## src/rtl/plr_pkg.sv

```systemverilog
package plr_pkg;

  typedef struct packed {
    logic wrCtrl;
    logic wrAdv;
    logic wrMan;
    logic clearAll;
  } plr_strobe_t;

  localparam int unsigned CTRL_ADDR    = 0;
  localparam int unsigned ADV_ADDR     = 1;
  localparam int unsigned PARTNER_ADDR = 2;
  localparam int unsigned MANUAL_ADDR  = 3;

  localparam int unsigned CTRL_RST_BIT = 15;
  localparam int unsigned CTRL_AN_BIT  = 12;
  localparam int unsigned CTRL_DUP_BIT = 8;

  localparam int unsigned ADV_SYM_BIT  = 10;
  localparam int unsigned ADV_ASYM_BIT = 11;

  localparam int unsigned MAN_SEL_BIT  = 0;
  localparam int unsigned MAN_RX_BIT   = 1;
  localparam int unsigned MAN_TX_BIT   = 2;
  localparam int unsigned MAN_FD_STAT  = 3;
  localparam int unsigned MAN_TX_STAT  = 4;
  localparam int unsigned MAN_RX_STAT  = 5;

endpackage

```

## src/rtl/plr_ctrl.sv

```systemverilog
module plr_ctrl
  import plr_pkg::*;
#(
  parameter int unsigned ADDR_W     = 2,
  parameter int unsigned RST_CYCLES = 10200
) (
  input  logic              clk,
  input  logic              rstN,
  input  logic              wrEn,
  input  logic [ADDR_W-1:0] addr,
  input  logic              softRstBit,
  input  logic              globalRstReq,
  output plr_strobe_t       st,
  output logic              busy
);

  localparam int unsigned CNT_W = $clog2(RST_CYCLES + 1);

  logic [CNT_W-1:0] holdCnt;
  logic wrOk;
  logic hitCtrl, hitAdv, hitMan;
  logic softRst;

  always_ff @(posedge clk or negedge rstN) begin
    if (!rstN) begin
      holdCnt <= '0;
    end else if (globalRstReq && holdCnt == '0) begin
      holdCnt <= CNT_W'(RST_CYCLES);
    end else if (holdCnt != '0) begin
      holdCnt <= holdCnt - 1'b1;
    end
  end

  assign busy    = (holdCnt != '0);
  assign wrOk    = wrEn && !busy && !globalRstReq;
  assign hitCtrl = (addr == ADDR_W'(CTRL_ADDR));
  assign hitAdv  = (addr == ADDR_W'(ADV_ADDR));
  assign hitMan  = (addr == ADDR_W'(MANUAL_ADDR));
  assign softRst = wrOk && hitCtrl && softRstBit;

  always_comb begin
    st          = '0;
    st.clearAll = busy || globalRstReq || softRst;
    st.wrCtrl   = wrOk && hitCtrl && !softRstBit;
    st.wrAdv    = wrOk && hitAdv;
    st.wrMan    = wrOk && hitMan;
  end

  // the hold counter never exceeds its programmed length
  a_r9_cnt_bound : assert property (@(posedge clk) disable iff (!rstN)
    holdCnt <= CNT_W'(RST_CYCLES));

  // once running, the hold interval is not cut short
  a_r9_no_early_end : assert property (@(posedge clk) disable iff (!rstN)
    (holdCnt > CNT_W'(1)) |=> busy);

  // a request while idle always starts the interval
  a_r9_start : assert property (@(posedge clk) disable iff (!rstN)
    (globalRstReq && !busy) |=> busy);

endmodule

```

## src/rtl/plr_datapath.sv

```systemverilog
module plr_datapath
  import plr_pkg::*;
#(
  parameter int unsigned ADDR_W = 2,
  parameter int unsigned DATA_W = 16
) (
  input  logic              clk,
  input  logic              rstN,
  input  plr_strobe_t       st,
  input  logic [DATA_W-1:0] wrData,
  input  logic              rdEn,
  input  logic [ADDR_W-1:0] addr,
  input  logic              macMode,
  input  logic              duplexPin,
  input  logic              duplexStrap,
  output logic [DATA_W-1:0] rdData,
  output logic              fullDuplex,
  output logic              txPauseEn,
  output logic              rxPauseEn
);

  logic anEn, dupBit, advSym, advAsym, manSel, manRx, manTx;
  logic partnerSym, partnerAsym;
  logic useManual, txAuto, rxAuto;
  logic [DATA_W-1:0] rdMux;
  logic unusedWrBits;

  assign unusedWrBits = ^wrData;

  always_ff @(posedge clk or negedge rstN) begin
    if (!rstN) begin
      anEn <= 1'b1; dupBit <= 1'b1; advSym <= 1'b1; advAsym <= 1'b1;
      manSel <= 1'b0; manRx <= 1'b0; manTx <= 1'b0;
    end else if (st.clearAll) begin
      anEn <= 1'b1; dupBit <= 1'b1; advSym <= 1'b1; advAsym <= 1'b1;
      manSel <= 1'b0; manRx <= 1'b0; manTx <= 1'b0;
    end else begin
      if (st.wrCtrl) begin
        anEn   <= wrData[CTRL_AN_BIT];
        dupBit <= wrData[CTRL_DUP_BIT];
      end
      if (st.wrAdv) begin
        advSym  <= wrData[ADV_SYM_BIT];
        advAsym <= wrData[ADV_ASYM_BIT];
      end
      if (st.wrMan) begin
        manSel <= wrData[MAN_SEL_BIT];
        manRx  <= wrData[MAN_RX_BIT];
        manTx  <= wrData[MAN_TX_BIT];
      end
    end
  end

  // emulated partner mirrors the local pause advertisement
  assign partnerSym  = advSym;
  assign partnerAsym = advAsym;

  always_comb begin
    if (!anEn)        fullDuplex = dupBit;
    else if (macMode) fullDuplex = (duplexPin == duplexStrap);
    else              fullDuplex = 1'b1;
  end

  assign useManual = !anEn || manSel || macMode;
  assign txAuto = (advSym && partnerSym) ||
                  (!advSym && advAsym && partnerSym && partnerAsym);
  assign rxAuto = (advSym && partnerSym) ||
                  (advSym && advAsym && !partnerSym && partnerAsym);
  assign txPauseEn = fullDuplex && (useManual ? manTx : txAuto);
  assign rxPauseEn = fullDuplex && (useManual ? manRx : rxAuto);

  always_comb begin
    rdMux = '0;
    unique case (addr)
      ADDR_W'(CTRL_ADDR): begin
        rdMux[CTRL_AN_BIT]  = anEn;
        rdMux[CTRL_DUP_BIT] = dupBit;
      end
      ADDR_W'(ADV_ADDR): begin
        rdMux[ADV_SYM_BIT]  = advSym;
        rdMux[ADV_ASYM_BIT] = advAsym;
      end
      ADDR_W'(PARTNER_ADDR): begin
        rdMux[ADV_SYM_BIT]  = partnerSym;
        rdMux[ADV_ASYM_BIT] = partnerAsym;
      end
      default: begin
        rdMux[MAN_SEL_BIT] = manSel;
        rdMux[MAN_RX_BIT]  = manRx;
        rdMux[MAN_TX_BIT]  = manTx;
        rdMux[MAN_FD_STAT] = fullDuplex;
        rdMux[MAN_TX_STAT] = txPauseEn;
        rdMux[MAN_RX_STAT] = rxPauseEn;
      end
    endcase
  end

  always_ff @(posedge clk or negedge rstN) begin
    if (!rstN)     rdData <= '0;
    else if (rdEn) rdData <= rdMux;
  end

  // half duplex never carries pause
  a_r7_half_quiet : assert property (@(posedge clk) disable iff (!rstN)
    !fullDuplex |-> (!txPauseEn && !rxPauseEn));

  // any clear leaves every register at its default
  a_r8_defaults : assert property (@(posedge clk) disable iff (!rstN)
    st.clearAll |=> (anEn && dupBit && advSym && advAsym && !manSel && !manRx && !manTx));

  // read data holds when no read is requested
  a_r10_rd_hold : assert property (@(posedge clk) disable iff (!rstN)
    !rdEn |=> $stable(rdData));

  // acting as the PHY with negotiation, pause is symmetric and follows bit 10
  a_r5_phy_pause : assert property (@(posedge clk) disable iff (!rstN)
    (!macMode && anEn && !manSel) |->
      (fullDuplex && txPauseEn == advSym && rxPauseEn == advSym));

endmodule

```

## src/rtl/phy_link_resolver.sv

```systemverilog
module phy_link_resolver
  import plr_pkg::*;
#(
  parameter int unsigned ADDR_W     = 2,
  parameter int unsigned DATA_W     = 16,
  parameter int unsigned RST_CYCLES = 10200
) (
  input  logic              clk,
  input  logic              rstN,
  input  logic              macMode,
  input  logic              duplexPin,
  input  logic              duplexStrap,
  input  logic              wrEn,
  input  logic              rdEn,
  input  logic [ADDR_W-1:0] addr,
  input  logic [DATA_W-1:0] wrData,
  output logic [DATA_W-1:0] rdData,
  input  logic              globalRstReq,
  output logic              globalRstBusy,
  output logic              fullDuplex,
  output logic              txPauseEn,
  output logic              rxPauseEn
);

  plr_strobe_t st;

  plr_ctrl #(.ADDR_W(ADDR_W), .RST_CYCLES(RST_CYCLES)) i_ctrl (
    .clk(clk), .rstN(rstN), .wrEn(wrEn), .addr(addr),
    .softRstBit(wrData[CTRL_RST_BIT]), .globalRstReq(globalRstReq),
    .st(st), .busy(globalRstBusy)
  );

  plr_datapath #(.ADDR_W(ADDR_W), .DATA_W(DATA_W)) i_dp (
    .clk(clk), .rstN(rstN), .st(st), .wrData(wrData), .rdEn(rdEn),
    .addr(addr), .macMode(macMode), .duplexPin(duplexPin),
    .duplexStrap(duplexStrap), .rdData(rdData), .fullDuplex(fullDuplex),
    .txPauseEn(txPauseEn), .rxPauseEn(rxPauseEn)
  );

endmodule

```

## config.mk

```make
export PLATFORM = sky130hd
export DESIGN_NAME = phy_link_resolver
export DESIGN_NICKNAME = d
export VERILOG_FILES = /design/src/rtl/plr_pkg.sv /design/src/rtl/plr_ctrl.sv /design/src/rtl/plr_datapath.sv /design/src/rtl/phy_link_resolver.sv
export SDC_FILE = /design/constraint.sdc
export NUM_CORES = 1
export LEC_CHECK = 0
export ABC_AREA = 1
export BUFFER_PORTS_ARGS = -buffer_cell sky130_fd_sc_hd__buf_2
export CAP_MARGIN = 20
export CORE_MARGIN = 5
export CORE_UTILIZATION = 49
export CTS_BUF_LIST = sky130_fd_sc_hd__clkbuf_8
export CTS_CLUSTER_SIZE = 28
export DETAILED_ROUTE_END_ITERATION = 10
export HOLD_SLACK_MARGIN = 0.15
export PLACE_DENSITY = 0.81
export SLEW_MARGIN = 25
export SYNTH_ARGS = -nofsm -noshare
export SYNTH_HDL_FRONTEND = slang
export SYNTH_SLANG_ARGS = --single-unit
```

## constraint.sdc

```tcl
create_clock -name clk -period 1.4 [get_ports clk]
set_clock_uncertainty 0.1 [all_clocks]
set_input_delay 0.28 -clock clk [delete_from_list [all_inputs] [get_ports clk]]
set_output_delay 0.28 -clock clk [all_outputs]
set_load 0.01 [all_outputs]
```

==> results list, run 1 <==
- GRT Overall Usage: a little under a third
- Data on the critical path is required at its endpoint by between 1 and 1.5 ns.
- STA puts the critical path data arrival time at approximately 1.7 ns.
- Across the run, the number of max-cap violations was 0.
- Highest clock rate: just under 500 MHz
- Commonest non-fill, non-tap cell in the layout: buf_4
* Placeable Area: around 0.0034 mm2
* Total standard cell area after synthesis: ~0.0018 mm2
* Count of warnings emitted by yosys: 0
- Clock tree sinks: 31
- The path with the worst hold slack has its endpoint at i_dp.advSym.
- Number of iterations in the first detailed-routing pass: 5
- Mean routed wirelength per cell: between 20 and 30 um
* Total grt overflow: 0
* Die Y-Extent: roughly 70 um
* Portion of the post-synthesis area used by sequential elements: between 40% and 50%
* Full die area: slightly below 0.005 mm2
* Share of the synthesized area in the top cell type: roughly two fifths
- Starting density of the core: around half
* Core occupancy in the finished layout: about 93%
* Final setup vio count: 28
- RR Startpoint: i_dp.anEn
- Clock tree from TritonCTS: built
- Buffer cell driving the clock tree root: clkbuf_8
* Die X-Extent: between 70 and 80 um
- Outcome: finished, violations left
* Depth of the most critical reg-to-reg path: 10
- Seq cells post-synth: 31
- The hold violation total from the final report came to 0.
* Setup slack on the worst flop-to-flop path: -0.56 ns
- Diodes inserted: 0
- Number of buffers inserted during clock tree synthesis: 5
- Depth of the CTS H-tree: 2
- Across all hold checks on the routed design, the worst slack comes to between 0.2 and 0.25 ns.
* IR drop worst, VDD: about 0.57 mV
- The detail route stage leaves a number of antenna-violating nets equal to 0.
- Switching power share of the total: ~28%
- The filler cells instantiated in the layout total about 100.
- Internal Pwr Total: roughly 1.5 mW
- Registers are responsible for a little under half of the overall power.
- For this block, the routed nets add up to approximately 10000 um of wire.
- STA classifies the critical path startpoint as a flip-flop.
* DP Wirelength: between 3000 and 4000 um
- Counting I/O delays and the setup requirement, the final critical path takes between 2 and 2.5 ns.
* Wire length of the first global-routing pass: ~11000 um
- Deepest clock path buffer count: 2
- Dividing the detail-routed via count by the number of cells gives between 6 and 7.
- Total Negative Setup Slacks: -11.29 ns
- Source-to-sink clock delay at the later pin of the worst-skew pair: 0.30 ns
- Final #Nets: between 300 and 400
- Summing all multi-input logic gate instances after layout gives roughly 0.0012 mm2.
* Count of pins on the block boundary: 46
- Cell count after synthesis: around 220
- The final route contains around 2500 vias.
- Hold-critical path depth: 3
- Clock-pin slew was measured on the worst setup and hold paths at 0.07 ns.
* Final Instance Count excl. Fillers: ~390
* Clock share of power: between 40 and 50%
- Static leakage: roughly 1.6 nW
- Sorting the synthesized cells by area gives the leading types as dfrtp_1, inv_1, nand2_1, dfstp_2, nor2_1.
- In the finished design, the share of the clock period the worst path needs comes to 148%.
* Most used cells in the layout excluding fill and tap cells: buf_4, buf_2, inv_1
- Hold WC Path Type: in -> reg
* Number of DRC violations after detailed routing: 0
* PnR worst setup slack: -0.666 ns
* Endpoint type of the worst setup path: output port
* Vias in the first global route: 2247
- Crit Path Category: reg -> out
* Power Dens Cells: approximately 640 mW/mm2
- The number of max-slew violations in the final report is 0.
* Distinct cells, synth: 30
- In this run the most critical hold path is launched from wrData[15].
- Terminus of the critical flop-to-flop path: i_dp.rdData[5]
- Total area of sequential cells: roughly 780 um2
* Violations in the final reports: negative setup slack
* Largest fanout on the critical path: 3
- The congestion estimate from routability-driven global placement came to between 0.9 and 1.
- After floorplanning, the core was divided into 21 placement rows.
- In this run the mean area of a mapped cell was 7.94 um2.
* Pin count of the biggest net entering global routing: 32
* PortBufs: 31
* Most area-hungry cell type in the Yosys netlist: dfrtp_1
- For this block, the initial DRC count from the detailed router was 433.
* Area growth from synthesis to final layout: 79.6%
- The share of total power dissipated in combinational logic is 14.4%.
- Number of placed instances, taps included: 340
- Initial antenna violation count: 0
* Switching power: 0.579 mW
* RSZ-0062 raised after global routing: true
- Fraction of layout cells with a size suffix above 1: between 60% and 70%
-- layer usage --
| layer | vias up | GRT usage (%) | share of wire (%) |
|---|---|---|---|
| met5 | - | 0 | 0 |
| met2 | 312 | 52.4 | 45 |
| met4 | 0 | 17.2 | 9.4 |
| li1 | 926 | - | - |
| met3 | 109 | 10.6 | 14 |
| met1 | 1129 | 32.7 | 32 |
-- worst max-delay path by stage --
stage | start | end | slack, ns
floorplan | i_ctrl.holdCnt[0] | i_dp.manSel | -0.12
global route | i_dp.anEn | rxPauseEn | -0.71
finish | i_dp.anEn | rxPauseEn | -0.67
detailed placement | i_ctrl.holdCnt[10] | i_ctrl.holdCnt[9] | -0.21
global placement | i_dp.anEn | fullDuplex | -0.16
CTS | i_dp.anEn | txPauseEn | -0.44
-- critical path, cell delays in order (launching register included) --
cell and delay, ns:
dfstp_2 0.55, inv_2 0.06, nor3_4 0.24, nand2_2 0.14
o21ai_2 0.12, inv_2 0.07, nor2_2 0.08, buf_2 0.14
-- stage by stage --
| step | power, mW | instance area [um2] | setup slack, ns |
|---|---|---|---|
| after floorplan | 1.04 | 1840 | -0.118 |
| after global placement | 1.13 | 2320 | -0.158 |
| after detailed placement | 1.14 | 2320 | -0.205 |
| after CTS | 1.95 | 2830 | -0.441 |
| after global routing | 2.11 | 3180 | -0.711 |
| final | 2.05 | 3180 | -0.666 |
-- synth_stat cells (all sizes together) --
| library cell | instances |
|---|---|
| inv | 41 |
| a21oi | 3 |
| a31oi | 1 |
| nand4 | 4 |
| buf | 6 |
| xnor2 | 3 |
| o21ai | 15 |
| conb | 1 |
| a21o | 1 |
| nand2 | 43 |
| nand3b | 1 |
| clkbuf | 2 |
| o22ai | 6 |
| dfstp | 4 |
| dfrtp | 27 |
| xor2 | 2 |
| nor3 | 7 |
| nor2 | 31 |
| nand3 | 20 |
| ha | 5 |
-- timing repair --
item	4_1_cts	5_1_grt
cloned	1	0
setup buffers	17	25
endpoints found under the setup margin	27	28
gates resized for setup	59	65
hold buffers	6	0
hold endpoints to repair	32	0
pin swaps	25	33
-- logic make-up (layout without fill, tap and decap cells) --
group	Yosys count	in the layout	share of synthesized area, %
adders and majority gates	5	5	3.53
AOI/OAI and AO/OA	26	26	8.20
other	1	6	0.212
and+or+nand+nor	106	107	29.8
buffers and inverters	49	162	11.7
xor gates and xnor gates	5	5	2.47
DFF	31	31	44.1
-- power by group through the flow --
stage / sequential [mW] / clock, mW / combinational, mW
2_1_floorplan: 0.954 / 0 / 0.0832
3_3_place_gp: 0.944 / 0 / 0.187
3_5_place_dp: 0.945 / 0 / 0.192
4_1_cts: 0.930 / 0.792 / 0.226
5_1_grt: 0.934 / 0.864 / 0.307
6_report: 0.933 / 0.822 / 0.295
-- registers in the layout (all words and copies together), names as in the netlist --
register / count
i_ctrl.holdCnt: 14
i_dp.advAsym: 1
i_dp.advSym: 1
i_dp.anEn: 1
i_dp.dupBit: 1
i_dp.manRx: 1
i_dp.manSel: 1
i_dp.manTx: 1
i_dp.rdData: 10
-- layout make-up --
| cell class | count | area share (%) |
|---|---|---|
| flip-flops and latches | 31 | 24.5 |
| clock inverters | 1 | 0.118 |
| repair buffers | 113 | 27.9 |
| multi-input cells | 149 | 37.6 |
| inverters | 41 | 5.00 |
| clock buffers | 7 | 3.03 |
| well taps | 46 | 1.81 |
Power figures use the tool's default switching activity.
==> run 2, diff against run 1 <==
- RECOVER_POWER: unset -> 25
==> run 2 against run 1 <==
Net effect:
- cell area is 0.12% lower
- non-clock buffer count stayed put
- clock power is 0.5% higher
- power is 0.12% higher
- critical endpoint unchanged
- worst hold slack better by 0.0030 ns
- first-iteration DRC count is 6.2% lower
- sequential power hardly changed
- count of clock-buffer cells in the layout stayed put
- the flow still finishes with violations (negative setup slack)
- critical path depth stayed put
- maximum frequency is 0.23% lower
- global-route usage stayed put
==> results list, run 2 (synthesis results as in run 1) <==
- Outcome: finished, violations left
* Violations in the final reports: negative setup slack
- Buffer cell driving the clock tree root: clkbuf_8
* Most used cells in the layout excluding fill and tap cells: buf_4, buf_2, inv_1
- Fraction of the cycle the final worst path needs: 148%
* Crit Path Category: reg -> out
- In this run the most critical hold path is launched from wrData[15].
- CP Data Required Time: approximately 1.0 ns
* Largest fanout on the critical path: 3
- Setup slack on the worst flop-to-flop path: -0.56 ns
- Before CTS, the worst setup slack after placement is -0.205 ns.
- Initial antenna violation count: 0
* Highest clock rate: ~480 MHz
- IR drop worst, VDD: roughly 0.57 mV
- Total buffers and inverters traversed by the critical path: 3
- Final #Nets: about 370
* Diodes inserted: 0
* Worst slew margin relative to its limit: 51.5%
- Power Dens Cells: between 600 and 700 mW/mm2
- Area growth from synthesis to final layout: 79.4%
- On the critical path, the stage with the largest delay is an instance of dfstp_2.
- Number of buffers inserted during clock tree synthesis: 5
* DP Wirelength: 3320 um
- The region available for standard cell placement spans around 0.0034 mm2.
* Drt initial violations: 406
- Pin count of the biggest net entering global routing: 32
- Number of iterations in the first detailed-routing pass: 5
- The routed design has between 10000 and 15000 um of wire.
- Max reg flops: 14
- The largest single stage delay on the critical path is around 0.55 ns.
* Arrival time of data at the critical path endpoint: about 1.7 ns
* Terminus of the critical flop-to-flop path: i_dp.rdData[5]
* Critical path's most frequent cell: inv_2
* Clock period minus final worst setup slack: 2.07 ns
* Clock transition at the registers of the reported paths: ~0.080 ns
- The critical path goes through inv_2 > nor3_4 > nand2_2 > o21ai_2 > inv_2 > nor2_2 > buf_2.
- Antenna-violating nets left: 0
* Total grt overflow: 0
- Leaving out fill and tap cells, the most frequent cell in the layout is buf_4.
- For this design, the sink count on the clock tree is 31.
* Depth of the most critical reg-to-reg path: 10
- Final GP Congestion: approximately 0.93
- Depth of the CTS H-tree: 2
* Hold WC Path Type: in -> reg
- The worst setup path is captured at an output port.
* Number of vias per cell after detailed routing: 6.45
* Deepest clock path buffer count: 2
* Routed via count: 2503
* Number of endpoints with negative hold slack in the final report: 0
* RSZ-0062 raised after global routing: true
- RR Startpoint: i_dp.anEn
* PnR worst setup slack: -0.671 ns
- Registers with the highest flip-flop counts: i_ctrl.holdCnt x14, i_dp.rdData x10
- The die is 70.1 um wide.
- Count of standard-cell rows: 21
* Hold-critical path depth: 3
* Number of pins exceeding their max-slew limit in the final report: 0
- Global routing used between 30% and 40% of the available tracks across all layers.
- Number of placed instances, taps included: 340
* Vias in the first global route: about 2200
- The post-route netlist has 60.8% of its cells at a drive strength greater than 1.
- The worst hold path terminates at i_dp.advSym.
* PortBufs: 31
- The die covers ~0.0049 mm2.
* Die Y-Extent: between 70 and 80 um
- Mean routed wirelength per cell: approximately 26 um
- The later pin in the worst-skew pair is clocked with a latency of ~0.30 ns.
- Measured slew at the worst slew-check pin: 0.727 ns
- TritonCTS built the clock tree.
- Wire length of the first global-routing pass: between 10000 and 15000 um
- During I/O placement, the number of pins put on the boundary was 46.
- The initial utilization of the core area, before any placement, comes to between 50% and 60%.
* Static leakage: around 1.6 nW
- More flip-flops sit in one register than any other, and that register is i_ctrl.holdCnt.
- Number of DRC violations after detailed routing: 0
- Critical Path Source Type: flip-flop
* Final Instance Count excl. Fillers: between 300 and 400
- Setup violations remaining at the end of the flow were counted as 28.
- Across the run, the number of max-cap violations was 0.
- Top delay family on crit path: flip-flops
run 2: final cells by class:
type	instances	area, um2
multi-input combinational	149	1200
clock buffer	7	96.3
fill	105	239
timing repair buffer	113	882
tap	46	57.6
inverter	41	159
sequential	31	781
clock inverter	1	3.75
run 2: worst max path at each step:
stage,to,slack [ns],start,cells after the start
6_report,rxPauseEn,-0.67,i_dp.anEn,7
5_1_grt,rxPauseEn,-0.71,i_dp.anEn,7
4_1_cts,txPauseEn,-0.44,i_dp.anEn,7
3_3_place_gp,fullDuplex,-0.16,i_dp.anEn,6
3_5_place_dp,i_ctrl.holdCnt[9],-0.21,i_ctrl.holdCnt[10],8
2_1_floorplan,i_dp.manSel,-0.12,i_ctrl.holdCnt[0],10
run 2: worst reg2reg max path, cell delays in order (launching register included):
cell and delay [ns]:
dfstp_2 0.55, inv_2 0.07, nor3_4 0.24, nand2_2 0.14, o21ai_2 0.11, inv_2 0.07
buf_4 0.13, buf_4 0.13, buf_4 0.13, buf_4 0.13, o22ai_2 0.09
run 2: repair_timing:
item,in CTS,in global routing
gates resized for setup,59,65
hold buffers,6,0
gates cloned,1,0
setup endpoints to repair,27,28
hold endpoints to repair,32,0
setup buffers,17,25
pin swaps,25,33
run 2: power breakdown:
part | switching, mW | leakage [nW] | internal, mW
sequential | 0.0161 | 0.380 | 0.917
combinational | 0.183 | 1.14 | 0.110
clock | 0.384 | 0.0557 | 0.442
run 2: stage by stage:
step	TNS, ns	hold slack [ns]	total power, mW	instance area (um2)	util (%)
after detailed placement	-3.46	0.215	1.14	2320	67.9
final	-11.30	0.208	2.05	3180	93.0
after global routing	-12.48	0.206	2.10	3180	93.0
after floorplan	-0.829	-0.116	1.04	1840	-
after CTS	-4.67	0.198	1.95	2830	82.8
after global placement	-2.40	0.215	1.13	2320	67.9
run 2: metal layers:
layer  global-route usage (%)  routed length, um  vias up
met5                        0                  0        -
met4                     17.2                980        0
met3                     10.6               1400      120
met2                     52.4               4540      325
met1                     32.7               3310     1133
li1                         -                  -      925
==> run 3, diff against run 2 <==
- RECOVER_POWER: 25 -> 100
==> run 3 against run 2 <==
Net effect:
- the run still ends with negative setup slack left
- die area is the same
- register-to-register slack better by 0.03 ns
- via count down 1.5%
- worst setup slack better by 0.0076 ns
- global-route usage unchanged
- clock power is essentially flat
- sequential share of layout area barely moved
==> results list, run 3 (synthesis results as in run 1) <==
- The run finished, with violations left.
- The final reports fail on negative setup slack.
- For this design the ratio of total power to cell area is between 600 and 700 mW/mm2.
- Counting every sink on the clock net gives 31.
* IR drop worst, VDD: 0.570 mV
- Number of buffers inserted during clock tree synthesis: 5
- The detail route stage leaves a number of antenna-violating nets equal to 0.
- Number of pins exceeding their max-slew limit in the final report: 0
* Commonest non-fill, non-tap cell in the layout: buf_4
* Final GP Congestion: between 0.9 and 1
- For the pin with the worst max-slew slack, the measured transition is 0.818 ns.
- Largest fanout on the critical path: 3
- After layout, the minimum clock period comes to between 2 and 2.5 ns.
* Critical path's most frequent cell: inv_2
- The setup path with the least slack is of type reg -> out.
- Clock latency on the worst-skew pair, taken at its later pin, is around 0.30 ns.
- Critical Path Source Type: flip-flop
* Full die area: 0.00492 mm2
* CP max-delay cell: dfstp_2
- In the final layout, the registers with the most flip-flops are i_ctrl.holdCnt x14, i_dp.rdData x10.
* Minimum setup slack after placement: -0.205 ns
- Setup slack on the critical path of the routed design comes to -0.663 ns.
* Hold WS: 0.204 ns
- Delay of the slowest cell on the worst path: about 0.55 ns
- The first detailed-routing pass ran for 6 iterations.
* Diodes inserted: 0
- The wire-length estimate of the detail-placed layout is between 3000 and 4000 um.
- The worst pin sits at a relative slew slack of a little under half.
- Final #Nets: ~370
- Critical Path, Cell by Cell: inv_2 > nor3_4 > nand2_2 > o21ai_2 > inv_2 > nor2_2 > buf_2
* Placeable Area: ~0.0034 mm2
- TritonCTS built the clock tree.
* Initial antenna violation count: 0
- After routing, the total negative slack on setup checks comes to -10.97 ns.
* Biggest register: i_ctrl.holdCnt
* Clock transition at the registers of the reported paths: ~0.080 ns
* Buffer cell driving the clock tree root: clkbuf_8
- In this run the count of I/O pins placed on the die edge is 46.
- Static leakage: 1.57 nW
- The die is 70.1 um wide.
- Final setup vio count: 28
- RSZ-0062 raised after global routing: true
- The register with the most flip-flops in the layout has 14 of them.
- Endpoint type of the worst setup path: output port
- Data arrives at the worst endpoint at around 1.7 ns.
- In the final routed layout, each cell accounts on average for roughly 26 um.
- Layer with the highest usage after global routing: met2
* Max Cap Violations: 0
- Number of vias per cell after detailed routing: around 6.4
* Starting density of the core: 51.8%
* GRT met2 Usage: between 50% and 60%
- Entering global routing, the biggest net connects 32 pins.
- CTS built an H-tree with a depth of 2.
* Drt initial violations: a little over 400
- Global routing used 30.6% of the available tracks.
- For this block, the via count after detailed routing is approximately 2500.
* Most used cells in the layout excluding fill and tap cells: buf_4, inv_1, buf_2
* Total grt overflow: 0
- CP Data Required Time: slightly above 1 ns
- For this run, design rule violations remaining after detail routing come to 0.
* Total Power Consumption: 2.05 mW
- The routed design has between 10000 and 15000 um of wire.
- Port buffering added 31 buffers.
* Hold WC Path Type: in -> reg
- Fraction of layout cells with a size suffix above 1: 60.5%
- Global routing met1 resource utilization: 32.7%
- Count of standard-cell rows: 21
- Dividing the final minimum period by the clock period gives 147%.
* Global routing usage on met3: between 10% and 20%
* Area growth from synthesis to final layout: 79.2%
- The first global-routing pass estimated between 10000 and 15000 um of wire.
- Vias in the first global route: 2247
* Die Y-Extent: 70.1 um
- The longest clock path from root to sink contains 2 buffers.
- Highest clock rate: 485 MHz
* Number of endpoints with negative hold slack in the final report: 0
[run 3: cell types whose count changed in the layout (fill, tap and decap cells not counted), sizes merged]
cell	change
clkbuf	+2
buf	-2
[run 3: worst paths after layout]
check / start / endpoint / depth (start not counted) / slack [ns]
max: i_dp.anEn / rxPauseEn / 7 / -0.66
max in group asynchronous: rstN / i_dp.manTx / 3 / 0.10
min: wrData[15] / i_dp.advSym / 3 / 0.20
min reg2reg: i_dp.advSym / i_dp.advSym / 2 / 0.42
max reg2reg: i_dp.anEn / i_dp.rdData[5] / 10 / -0.53
min in group asynchronous: rstN / i_ctrl.holdCnt[2] / 3 / 0.58
[run 3: worst max-delay path, delay by kind of cell (launching register included)]
family          cells  cell delay (ns)
buf+inv             3             0.27
compound gates      1             0.11
simple gates        3             0.45
flops               1             0.55
[run 3: area by class of cell]
| cell class | count | area [um2] |
|---|---|---|
| Clock inverter | 1 | 3.75 |
| Multi-Input combinational cell | 149 | 1200 |
| Timing Repair Buffer | 113 | 878 |
| Fill cell | 106 | 243 |
| Tap cell | 46 | 57.6 |
| Inverter | 41 | 159 |
| Clock buffer | 7 | 96.3 |
| Sequential cell | 31 | 781 |
[run 3: power breakdown]
group / internal (mW) / switching [mW]
combinational: 0.109 / 0.184
sequential: 0.917 / 0.0157
clock: 0.442 / 0.386
total: 1.47 / 0.586
[run 3: metal layers]
metal | share of wire [%] | wire length (um) | vias to the layer above
li1 | - | - | 923
met1 | 33 | 3360 | 1128
met2 | 45 | 4570 | 301
met3 | 13 | 1300 | 114
met4 | 9.4 | 955 | 0
met5 | 0 | 0 | -
[run 3: timing repair]
action,in CTS,in global routing
endpoints found under the hold margin,32,0
setup buffers,17,25
hold buffers,6,0
endpoints found under the setup margin,27,28
resized for setup,59,65
cloned,1,0
pin swaps,25,33
[run 3: through the flow]
| stage | area [um2] | util [%] | cells |
|---|---|---|---|
| floorplan | 1840 | - | 228 |
| global placement | 2320 | 67.9 | 340 |
| detailed placement | 2320 | 67.9 | 340 |
| CTS | 2830 | 82.8 | 371 |
| global route | 3170 | 92.9 | 388 |
| finish | 3170 | 92.9 | 388 |
